==> config.mk <==
export PLATFORM = sky130hd
export DESIGN_NAME = masked_serial_adder
export DESIGN_NICKNAME = d
export VERILOG_FILES = /design/src/rtl/msa_pkg.sv /design/src/rtl/msa_carry_share.sv /design/src/rtl/msa_share_lane.sv /design/src/rtl/msa_ctrl.sv /design/src/rtl/masked_serial_adder.sv
export SDC_FILE = /design/constraint.sdc
export NUM_CORES = 1
export LEC_CHECK = 0
export ABC_AREA = 1
export BUFFER_PORTS_ARGS = -buffer_cell sky130_fd_sc_hd__buf_2
export CAP_MARGIN = 0
export CORE_MARGIN = 2
export CORE_UTILIZATION = 36
export DETAILED_ROUTE_END_ITERATION = 7
export SLEW_MARGIN = 20
export SYNTH_ARGS = -nofsm -noshare
export SYNTH_HDL_FRONTEND = slang
export SYNTH_SLANG_ARGS = --single-unit
==> constraint.sdc <==
create_clock -name clk -period 4.59 [get_ports clk]
set_clock_uncertainty 0.2 [all_clocks]
set_input_delay 0.459 -clock clk [delete_from_list [all_inputs] [get_ports clk]]
set_output_delay 0.459 -clock clk [all_outputs]
set_load 0.02 [all_outputs]
==> src/rtl/msa_pkg.sv <==
package msa_pkg;

   localparam int SHARES = 3;

   typedef logic [SHARES-1:0] share_bits_t;

   // one share of the masked product x*y, built only from shares j and k
   function automatic logic masked_and_part(share_bits_t x, share_bits_t y, int j, int k);
      return (x[j] & y[j]) ^ (x[j] & y[k]) ^ (x[k] & y[j]);
   endfunction

endpackage

==> src/rtl/msa_carry_share.sv <==
module msa_carry_share
   import msa_pkg::*;
#(
   parameter int IDX = 0
) (
   input  share_bits_t a_i,
   input  share_bits_t b_i,
   input  share_bits_t c_i,
   output logic        c_o
);
   localparam int J = (IDX + 1) % SHARES;
   localparam int K = (IDX + 2) % SHARES;

   if (IDX < 0 || IDX >= SHARES) begin : g_bad_idx
      $error("msa_carry_share: IDX out of range");
   end

   // majority(a,b,c) = ab ^ ac ^ bc, each product split over shares J and K only
   always_comb begin
      c_o = masked_and_part(a_i, b_i, J, K)
          ^ masked_and_part(a_i, c_i, J, K)
          ^ masked_and_part(b_i, c_i, J, K);
   end
endmodule

==> src/rtl/msa_share_lane.sv <==
module msa_share_lane #(
   parameter int WIDTH = 32
) (
   input  logic             clk,
   input  logic             rst_n,
   input  logic             load_i,
   input  logic             step_i,
   input  logic [WIDTH-1:0] a_i,
   input  logic [WIDTH-1:0] b_i,
   input  logic             sum_bit_i,
   output logic             a_bit_o,
   output logic             b_bit_o,
   output logic [WIDTH-1:0] sum_o
);
   logic [WIDTH-1:0] a_q, b_q, s_q;

   always_ff @(posedge clk or negedge rst_n) begin
      if (!rst_n) begin
         a_q <= '0;
         b_q <= '0;
         s_q <= '0;
      end else if (load_i) begin
         a_q <= a_i;
         b_q <= b_i;
         s_q <= '0;
      end else if (step_i) begin
         a_q <= a_q >> 1;
         b_q <= b_q >> 1;
         s_q <= {sum_bit_i, s_q[WIDTH-1:1]};
      end
   end

   assign a_bit_o = a_q[0];
   assign b_bit_o = b_q[0];
   assign sum_o   = s_q;
endmodule

==> src/rtl/msa_ctrl.sv <==
module msa_ctrl
   import msa_pkg::*;
#(
   parameter int WIDTH     = 32,
   parameter int RAND_BITS = 4
) (
   input  logic                 clk,
   input  logic                 rst_n,
   input  logic                 start_i,
   input  logic [RAND_BITS-1:0] rand_i,
   output logic                 busy_o,
   output logic                 step_o,
   output share_bits_t          mask_o
);
   localparam int CW = $clog2(WIDTH + 1);

   logic [CW-1:0]        cnt_q;
   logic [RAND_BITS-1:0] rnd_q;

   always_ff @(posedge clk or negedge rst_n) begin
      if (!rst_n) begin
         cnt_q <= '0;
         rnd_q <= '0;
      end else if (start_i) begin
         cnt_q <= CW'(WIDTH);
         rnd_q <= rand_i;
      end else if (step_o) begin
         cnt_q <= cnt_q - 1'b1;
         rnd_q <= {rnd_q[0], rnd_q[RAND_BITS-1:1]};
      end
   end

   assign busy_o = (cnt_q != '0);
   assign step_o = busy_o & ~start_i;
   // three masks whose XOR is zero, so the carry value is preserved
   assign mask_o = {rnd_q[0] ^ rnd_q[1], rnd_q[1], rnd_q[0]};
endmodule

==> src/rtl/masked_serial_adder.sv <==
module masked_serial_adder
   import msa_pkg::*;
#(
   parameter int WIDTH     = 32,
   parameter int RAND_BITS = 4
) (
   input  logic                    clk,
   input  logic                    rst_n,
   input  logic                    start_i,
   input  logic                    cin_en_i,
   input  logic [3*WIDTH-1:0]      a_i,
   input  logic [3*WIDTH-1:0]      b_i,
   input  logic [2:0]              cin_i,
   input  logic [RAND_BITS-1:0]    rand_i,
   output logic                    busy_o,
   output logic [3*WIDTH-1:0]      sum_o,
   output logic [2:0]              cout_o
);
   if (SHARES != 3) begin : g_bad_shares
      $error("masked_serial_adder: port layout assumes three shares");
   end
   if (WIDTH < 2) begin : g_bad_width
      $error("masked_serial_adder: WIDTH must be at least 2");
   end
   if (RAND_BITS < 2) begin : g_bad_rand
      $error("masked_serial_adder: RAND_BITS must be at least 2");
   end

   logic        step;
   share_bits_t mask;
   share_bits_t abit, bbit, sbit, carry_q, carry_d;

   msa_ctrl #(
      .WIDTH    (WIDTH),
      .RAND_BITS(RAND_BITS)
   ) u_ctrl (
      .clk    (clk),
      .rst_n  (rst_n),
      .start_i(start_i),
      .rand_i (rand_i),
      .busy_o (busy_o),
      .step_o (step),
      .mask_o (mask)
   );

   for (genvar s = 0; s < SHARES; s++) begin : g_share
      assign sbit[s] = abit[s] ^ bbit[s] ^ carry_q[s];

      msa_share_lane #(
         .WIDTH(WIDTH)
      ) u_lane (
         .clk      (clk),
         .rst_n    (rst_n),
         .load_i   (start_i),
         .step_i   (step),
         .a_i      (a_i[s*WIDTH +: WIDTH]),
         .b_i      (b_i[s*WIDTH +: WIDTH]),
         .sum_bit_i(sbit[s]),
         .a_bit_o  (abit[s]),
         .b_bit_o  (bbit[s]),
         .sum_o    (sum_o[s*WIDTH +: WIDTH])
      );

      msa_carry_share #(
         .IDX(s)
      ) u_carry (
         .a_i(abit),
         .b_i(bbit),
         .c_i(carry_q),
         .c_o(carry_d[s])
      );
   end

   always_ff @(posedge clk or negedge rst_n) begin
      if (!rst_n) begin
         carry_q <= '0;
      end else if (start_i) begin
         carry_q <= cin_en_i ? cin_i : '0;
      end else if (step) begin
         carry_q <= carry_d ^ mask;
      end
   end

   assign cout_o = carry_q;
endmodule

==> results.cfg, run 1 <==
[global_routing]
grt.overflow.total = 0
use_met3_pct = 3.627
grt_pass1_wl_um = 59980
use_met1_pct = 26.60
busiest_layer = met2
grt_max_degree = 171
grtUsageMet2_pct = 31.36
first_global_vias = 11469
grt_antenna_before_repair = 6
globalRouteTotalUtil_pct = 19.28

[yosys]
ys_seq_elements = 301
ys_seq_area_share_pct = 57.68
yosys-top-cells-count = nand2_1 (332), dfrtp_1 (301), inv_1 (209)
syn-instance-count = 1331
ys_warn_count = 0
syn_nets = 1539
synthArstFlopShare_pct = 100.0
synth-edff-count = 0
synth.largest_area_cell = dfrtp_1
synth_area_leaders = dfrtp_1 (58%), nand2_1 (9.5%), a22oi_1 (9.2%), inv_1 (6.0%), o221ai_1 (2.7%)
ys.flop_type = dfrtp_1
syn_avg_cell_area_um2 = 9.811
netlist_area_mm2 = 0.01306
synth.most_common_cell = nand2_1
yosysUniqueCellTypes = 31
synthDominantCellAreaShare_pct = 57.68

[cts]
clk_pin_slew_ns = 0.06
cts_tree = done
clock_latency_ns = 0.51
clk_root_buffer_cell = clkbuf_16
cts_max_path_buffers = 3
htree_levels = 2
cts_hold_buf = 177
cts_inserted_buffers = 37
postCtsSetupBuffers = 0
cts_resized = 0
cts_sinks = 301

[timing]
hold_viol = 0
grt_setup_unrepaired = false
period_needed_ns = 2.741
whs_ns = 0.01771
setup_viol = 0
fmax_mhz = 364.9
maxSlewViolCount = 0
maxSlewHeadroom_pct = 39.47
timing.final.crit_share_pct = 59.71
setup_ws_ns = 1.849
tightest_slew_ns = 0.9080
setup_tns_ns = 0

[critical_path]
crit_required_ns = 4.81
critical_path_buf_inv_count = 3
r2r_slack_ns = 1.85
crit_chain = inv_1 -> ha_1 -> nand3_4 -> nand2_4 -> inv_4 -> buf_4 -> nand2_1 -> o211ai_1
slowest_stage = inv_4
startpoint_type = flip-flop
worst_ep_arrival_time_ns = 2.96
critPathMaxFanout = 63
reg2regPathDepth = 8
cpLargestDelayFamily = buffers and inverters
rr_startpoint = u_ctrl.cnt_q[0]
end_kind = flip-flop
setup.worst_path.class = flip-flop to flip-flop
slowest_delay_ns = 0.64
timing.rr.end = g_share[1].u_lane.a_q[28]

[placement]
pre_cts_slack_ns = 1.364
io_buffers = 302
gp_congestion = 0.7888
post-place-cells = 2016
place_area_mm2 = 0.01486
dpl.hpwl_um = 22810

[power_and_ir_drop]
p_leak_nw = 9.380
finalPower_mw = 7.810
powerDensity_mw_per_mm2 = 435.9
ir_drop_mv = 0.2229

[detailed_routing]
firstDrtPassIters = 8
drt-initial-drc-count = 632
wl_per_cell_um = 16.13
postRouteAntennaNets = 0
vias_per_cell = 4.969
drc = 22
vias = 11244
wl_um = 36500

[floorplan]
die_w_um = 194.5
die_area_mm2 = 0.03781
start_util_pct = 36.62
core-area_mm2 = 0.03566
ioPinCount = 303
die_h_um = 194.5
rows = 69

[run]
maxCapViolCount = 0

[cells_and_area]
fin_nets = 1980
syn_to_final_growth_pct = 37.20
drive_gt1_share_pct = 23.46
final_cell_count_no_fill = 2263
finalInstanceArea_mm2 = 0.01792
fin_util_pct = 50.25

[run_status]
outcome = finished with violations
violations = DRC

[worst_hold_path]
min_path_cells = 3
worstHoldStart = b_i[94]
whs_endpoint = g_share[2].u_lane.b_q[30]
min_path_type = input port to flip-flop
[flip-flops by register name, summed over array words and instances (netlist names)]
| register | flops |
|---|---|
| cout_o | 3 |
| g_share.u_lane.a_q | 96 |
| g_share.u_lane.b_q | 96 |
| g_share.u_lane.sum_o | 96 |
| u_ctrl.rnd_q | 4 |
| u_ctrl.cnt_q | 6 |
[per-layer routing]
| layer | vias up | wire, um |
|---|---|---|
| met5 | - | 34 |
| met4 | 6 | 772 |
| met3 | 65 | 2152 |
| met2 | 314 | 17100 |
| met1 | 5483 | 16440 |
| li1 | 5376 | - |
[layout by cell type (no fill, tap or decap), types with 4 or more instances in the layout]
cell | synthesis | layout
a31oi_1 | 4 | 4
dfrtp_1 | 301 | 301
inv_1 | 209 | 209
buf_12 | 0 | 5
o221ai_2 | 16 | 16
ha_1 | 5 | 5
o22ai_1 | 33 | 33
buf_2 | 41 | 300
clkbuf_16 | 0 | 37
nor2_1 | 13 | 13
nand2_1 | 332 | 332
clkbuf_8 | 0 | 11
o211ai_1 | 8 | 8
nand3_1 | 25 | 25
o221ai_1 | 41 | 41
buf_4 | 5 | 4
o21ai_1 | 6 | 6
o21ai_0 | 40 | 40
clkbuf_1 | 35 | 6
dlygate4sd3_1 | 0 | 177
o211ai_2 | 24 | 24
a21oi_1 | 5 | 5
clkinv_2 | 0 | 5
a22oi_1 | 160 | 160
[cell families after synthesis]
group | Yosys count | share of synthesized area, %
buf+inv | 302 | 9.620
xor+xnor | 4 | 0.2683
fa+ha+maj | 5 | 0.4791
flops | 301 | 57.68
compound gates | 342 | 20.59
simple gates | 377 | 11.36
[how the worst max path moves through the flow]
stage / startpoint / end / cells past startpoint
final: u_ctrl.cnt_q[0] / g_share[1].u_lane.a_q[28] / 8
after global routing: u_ctrl.cnt_q[0] / g_share[1].u_lane.a_q[28] / 8
after CTS: u_ctrl.cnt_q[0] / g_share[1].u_lane.b_q[7] / 6
after detailed placement: start_i / g_share[2].u_lane.a_q[20] / 5
after global placement: start_i / g_share[2].u_lane.a_q[22] / 5
after floorplan: u_ctrl.cnt_q[0] / g_share[1].u_lane.b_q[10] / 7
[cell type report]
type / count / area [um^2]
Clock inverter: 12 / 148.9
Timing Repair Buffer: 490 / 3468
Sequential cell: 301 / 7532
Clock buffer: 54 / 1100
Fill cell: 3268 / 17740
Inverter: 214 / 808.3
Antenna cell: 3 / 7.507
Multi-Input combinational cell: 728 / 4275
Tap cell: 461 / 576.8
[power breakdown]
part / leakage (nW) / total [mW] / switching [mW] / internal (mW)
Sequential: 3.84 / 3.26 / 0.227 / 3.04
Clock: 0.618 / 2.95 / 1.11 / 1.83
Combinational: 4.92 / 1.60 / 0.984 / 0.615
[worst register-to-register path, delay by kind of cell, from the launching register on]
kind | cells | cell delay [ns]
flip-flops | 1 | 0.36
AO/OA/AOI/OAI | 1 | 0.11
AND/OR/NAND/NOR | 3 | 0.56
adder cells (fa/ha/maj) | 1 | 0.24
buffers and inverters | 3 | 1.18
(Power assumes the default switching activity.)
==> inputs of run 2 (changes only) <==
- ABC_AREA: 1 -> 0
- clock period: 4.59 -> 2.8 ns (I/O delays scaled with it)
==> run 2 against run 1 <==
  * Sequential share of layout area shrank 1.9 points
  * Critical path depth grew 1
  * Power grew 60%
  * Count of clock-buffer cells in the layout grew 1
  * Routed wire length shrank 3.3%
  * Maximum frequency grew 5.4%
  * Core utilization shrank 0.12 points
  * The flow now finishes without violations
  * Highest routed layer is now met4
  * Combinational power grew 69%
  * Clock power grew 55%
==> results.cfg, run 2 <==
[timing]
hold_viol = 0
tightest_slew_ns = 0.7430
whs_ns = 0.09382
setup_viol = 0
maxSlewViolCount = 0
maxSlewHeadroom_pct = 50.47
setup_tns_ns = 0
fmax_mhz = 384.7
grt_setup_unrepaired = false
timing.final.crit_share_pct = 92.85
period_needed_ns = 2.600

[critical_path]
rr_startpoint = u_ctrl.cnt_q[0]
end_kind = flip-flop
slowest_delay_ns = 0.62
worst_ep_arrival_time_ns = 2.80
crit_chain = inv_1 -> ha_1 -> and3_4 -> inv_4 -> buf_12 -> nor3b_1 -> a31oi_1 -> dlygate4sd3_1 -> o31ai_1
critPathMaxFanout = 65
reg2regPathDepth = 9
r2r_slack_ns = 0.20
cpLargestDelayFamily = buffers and inverters
timing.rr.end = cout_o[2]
crit_required_ns = 3.00
startpoint_type = flip-flop
setup.worst_path.class = flip-flop to flip-flop
slowest_stage = dlygate4sd3_1
critical_path_buf_inv_count = 4

[cts]
clk_pin_slew_ns = 0.06
cts_tree = done
clk_root_buffer_cell = clkbuf_16
clock_latency_ns = 0.52
cts_sinks = 301
cts_inserted_buffers = 35
postCtsSetupBuffers = 0
cts_max_path_buffers = 3
htree_levels = 2

[cells_and_area]
layout_commonest_cell = nand2_1
multiInputGateArea_mm2 = 0.005519
nFillCells = 3384
syn_to_final_growth_pct = 38.33
drive_gt1_share_pct = 20.76
fin_nets = 2034
final_cell_mix = nand2_1 (397), dfrtp_1 (301), buf_2 (300), dlygate4sd3_1 (203), o21ai_0 (198)
seqCellArea_mm2 = 0.007532

[detailed_routing]
vias = 11312
vias_per_cell = 4.789
postRouteAntennaNets = 0
firstDrtPassIters = 5
drc = 0
drt-initial-drc-count = 578
wl_per_cell_um = 14.94
wl_um = 35290

[global_routing]
grt.overflow.total = 0
grt_antenna_before_repair = 1
globalRouteTotalUtil_pct = 17.70
grt_pass1_wl_um = 56740
grt_max_degree = 130
first_global_vias = 11149

[yosys]
syn_nets = 1573
synth.most_common_cell = nand2_1
synthDominantCellAreaShare_pct = 55.57
synthArstFlopShare_pct = 100.0
ys.flop_type = dfrtp_1
yosys-top-cells-count = nand2_1 (397), dfrtp_1 (301), o21ai_0 (198)
ys_warn_count = 0
synth.largest_area_cell = dfrtp_1
synth-edff-count = 0
ys_seq_elements = 301
netlist_area_mm2 = 0.01355
yosysUniqueCellTypes = 40
syn-instance-count = 1365
syn_avg_cell_area_um2 = 9.930
ys_seq_area_share_pct = 55.57
synth_area_leaders = dfrtp_1 (56%), mux2i_1 (14%), nand2_1 (11%), o21ai_0 (7.3%), a21oi_1 (3.5%)

[floorplan]
die_w_um = 198.0
die_area_mm2 = 0.03922
start_util_pct = 36.24
ioPinCount = 303
die_h_um = 198.0
rows = 71
core-area_mm2 = 0.03740

[worst_hold_path]
min_path_type = input port to flip-flop
whs_endpoint = g_share[0].u_lane.a_q[28]
min_path_cells = 3
worstHoldStart = start_i

[placement]
io_buffers = 302
gp_congestion = 0.7524
dpl.hpwl_um = 21440

[power_and_ir_drop]
powerDensity_mw_per_mm2 = 668.0
p_leak_nw = 8.281
ir_drop_mv = 0.3694

[run]
maxCapViolCount = 0

[run_status]
outcome = complete, no violations
==> run 2: cell types whose count changed in the layout (fill, tap and decap cells not counted), moves of 21 or more <==
cell | before | now
mux2i_1 | 0 | 190
dlygate4sd3_1 | 177 | 203
nand3_1 | 25 | 4
a22oi_1 | 160 | 0
o21ai_0 | 40 | 198
o211ai_2 | 24 | 0
nand2_1 | 332 | 397
o22ai_1 | 33 | 0
a21oi_1 | 5 | 95
inv_1 | 209 | 2
o221ai_1 | 41 | 0
==> run 2: worst max path at each step <==
stage,slack [ns],end,start,cells after the start
2_1_floorplan,0.85,cout_o[1],g_share[2].u_lane.a_q[0],6
4_1_cts,0.02,cout_o[2],u_ctrl.cnt_q[0],9
6_report,0.20,cout_o[2],u_ctrl.cnt_q[0],9
3_5_place_dp,0.57,g_share[2].u_lane.b_q[25],u_ctrl.cnt_q[0],6
3_3_place_gp,0.60,g_share[1].u_lane.a_q[0],u_ctrl.cnt_q[0],6
5_1_grt,0.003,cout_o[2],u_ctrl.cnt_q[0],9
==> run 2: where the power goes <==
group          internal [mW]  total [mW]  switching, mW
sequential              4.86        5.25          0.389
combinational           1.29        2.70           1.41
clock                   2.83        4.57           1.74
total                   8.98        12.5           3.54
==> run 2: metal layers <==
metal  share of wire [%]  wire length, um  vias up  GRT usage (%)
met1                  46            16170     5399          24.10
li1                    -                -     5544              -
met2                  47            16600      318          29.07
met4                 1.6              562        0          4.456
met5                   0                0        -              0
met3                 5.6             1960       51          3.424
==> run 2: cells by family (layout without fill, tap and decap cells) <==
| kind of cell | Yosys count | count (layout) | share of synthesized area (%) |
|---|---|---|---|
| multiplexers | 196 | 196 | 14.59 |
| buffers and inverters | 108 | 593 | 3.748 |
| AND/OR/NAND/NOR | 431 | 431 | 12.56 |
| other | 0 | 1 | 0 |
| adder cells (fa/ha/maj) | 5 | 5 | 0.4616 |
| XOR/XNOR | 19 | 19 | 1.431 |
| AO/OA/AOI/OAI | 305 | 305 | 11.64 |
| flip-flops | 301 | 301 | 55.57 |
==> run 2: layout make-up <==
type / instances / area share (%)
Multi-Input combinational cell: 956 / 29.44
Antenna cell: 1 / 0.01335
Clock buffer: 55 / 5.566
Sequential cell: 301 / 40.17
Clock inverter: 6 / 0.5606
Timing Repair Buffer: 529 / 20.77
Tap cell: 511 / 3.410
Inverter: 3 / 0.07341
==> run 2: metrics by stage <==
step | instances | area [um^2] | total power [mW] | worst slack, ns | util [%]
floorplan | 1365 | 13550 | 7.075 | 0.8473 | -
global placement | 2097 | 15560 | 7.766 | 0.6007 | 41.62
detailed placement | 2097 | 15560 | 7.817 | 0.5722 | 41.62
CTS | 2361 | 18750 | 12.68 | 0.01932 | 50.12
global route | 2362 | 18750 | 13.19 | 0.003320 | 50.13
finish | 2362 | 18750 | 12.52 | 0.2002 | 50.13
==> run 2: worst min-delay path, delay by kind of cell <==
family	cells	cell delay [ns]
buffers and inverters	1	0.28
AND/OR/NAND/NOR	1	0.12
AO/OA/AOI/OAI	1	0.06
==> run 2: repair_timing <==
action | CTS | global route
gates resized for setup | 0 | 1
hold buffers | 203 | 0
endpoints found under the hold margin | 500 | 0
setup endpoints to repair | 0 | 1
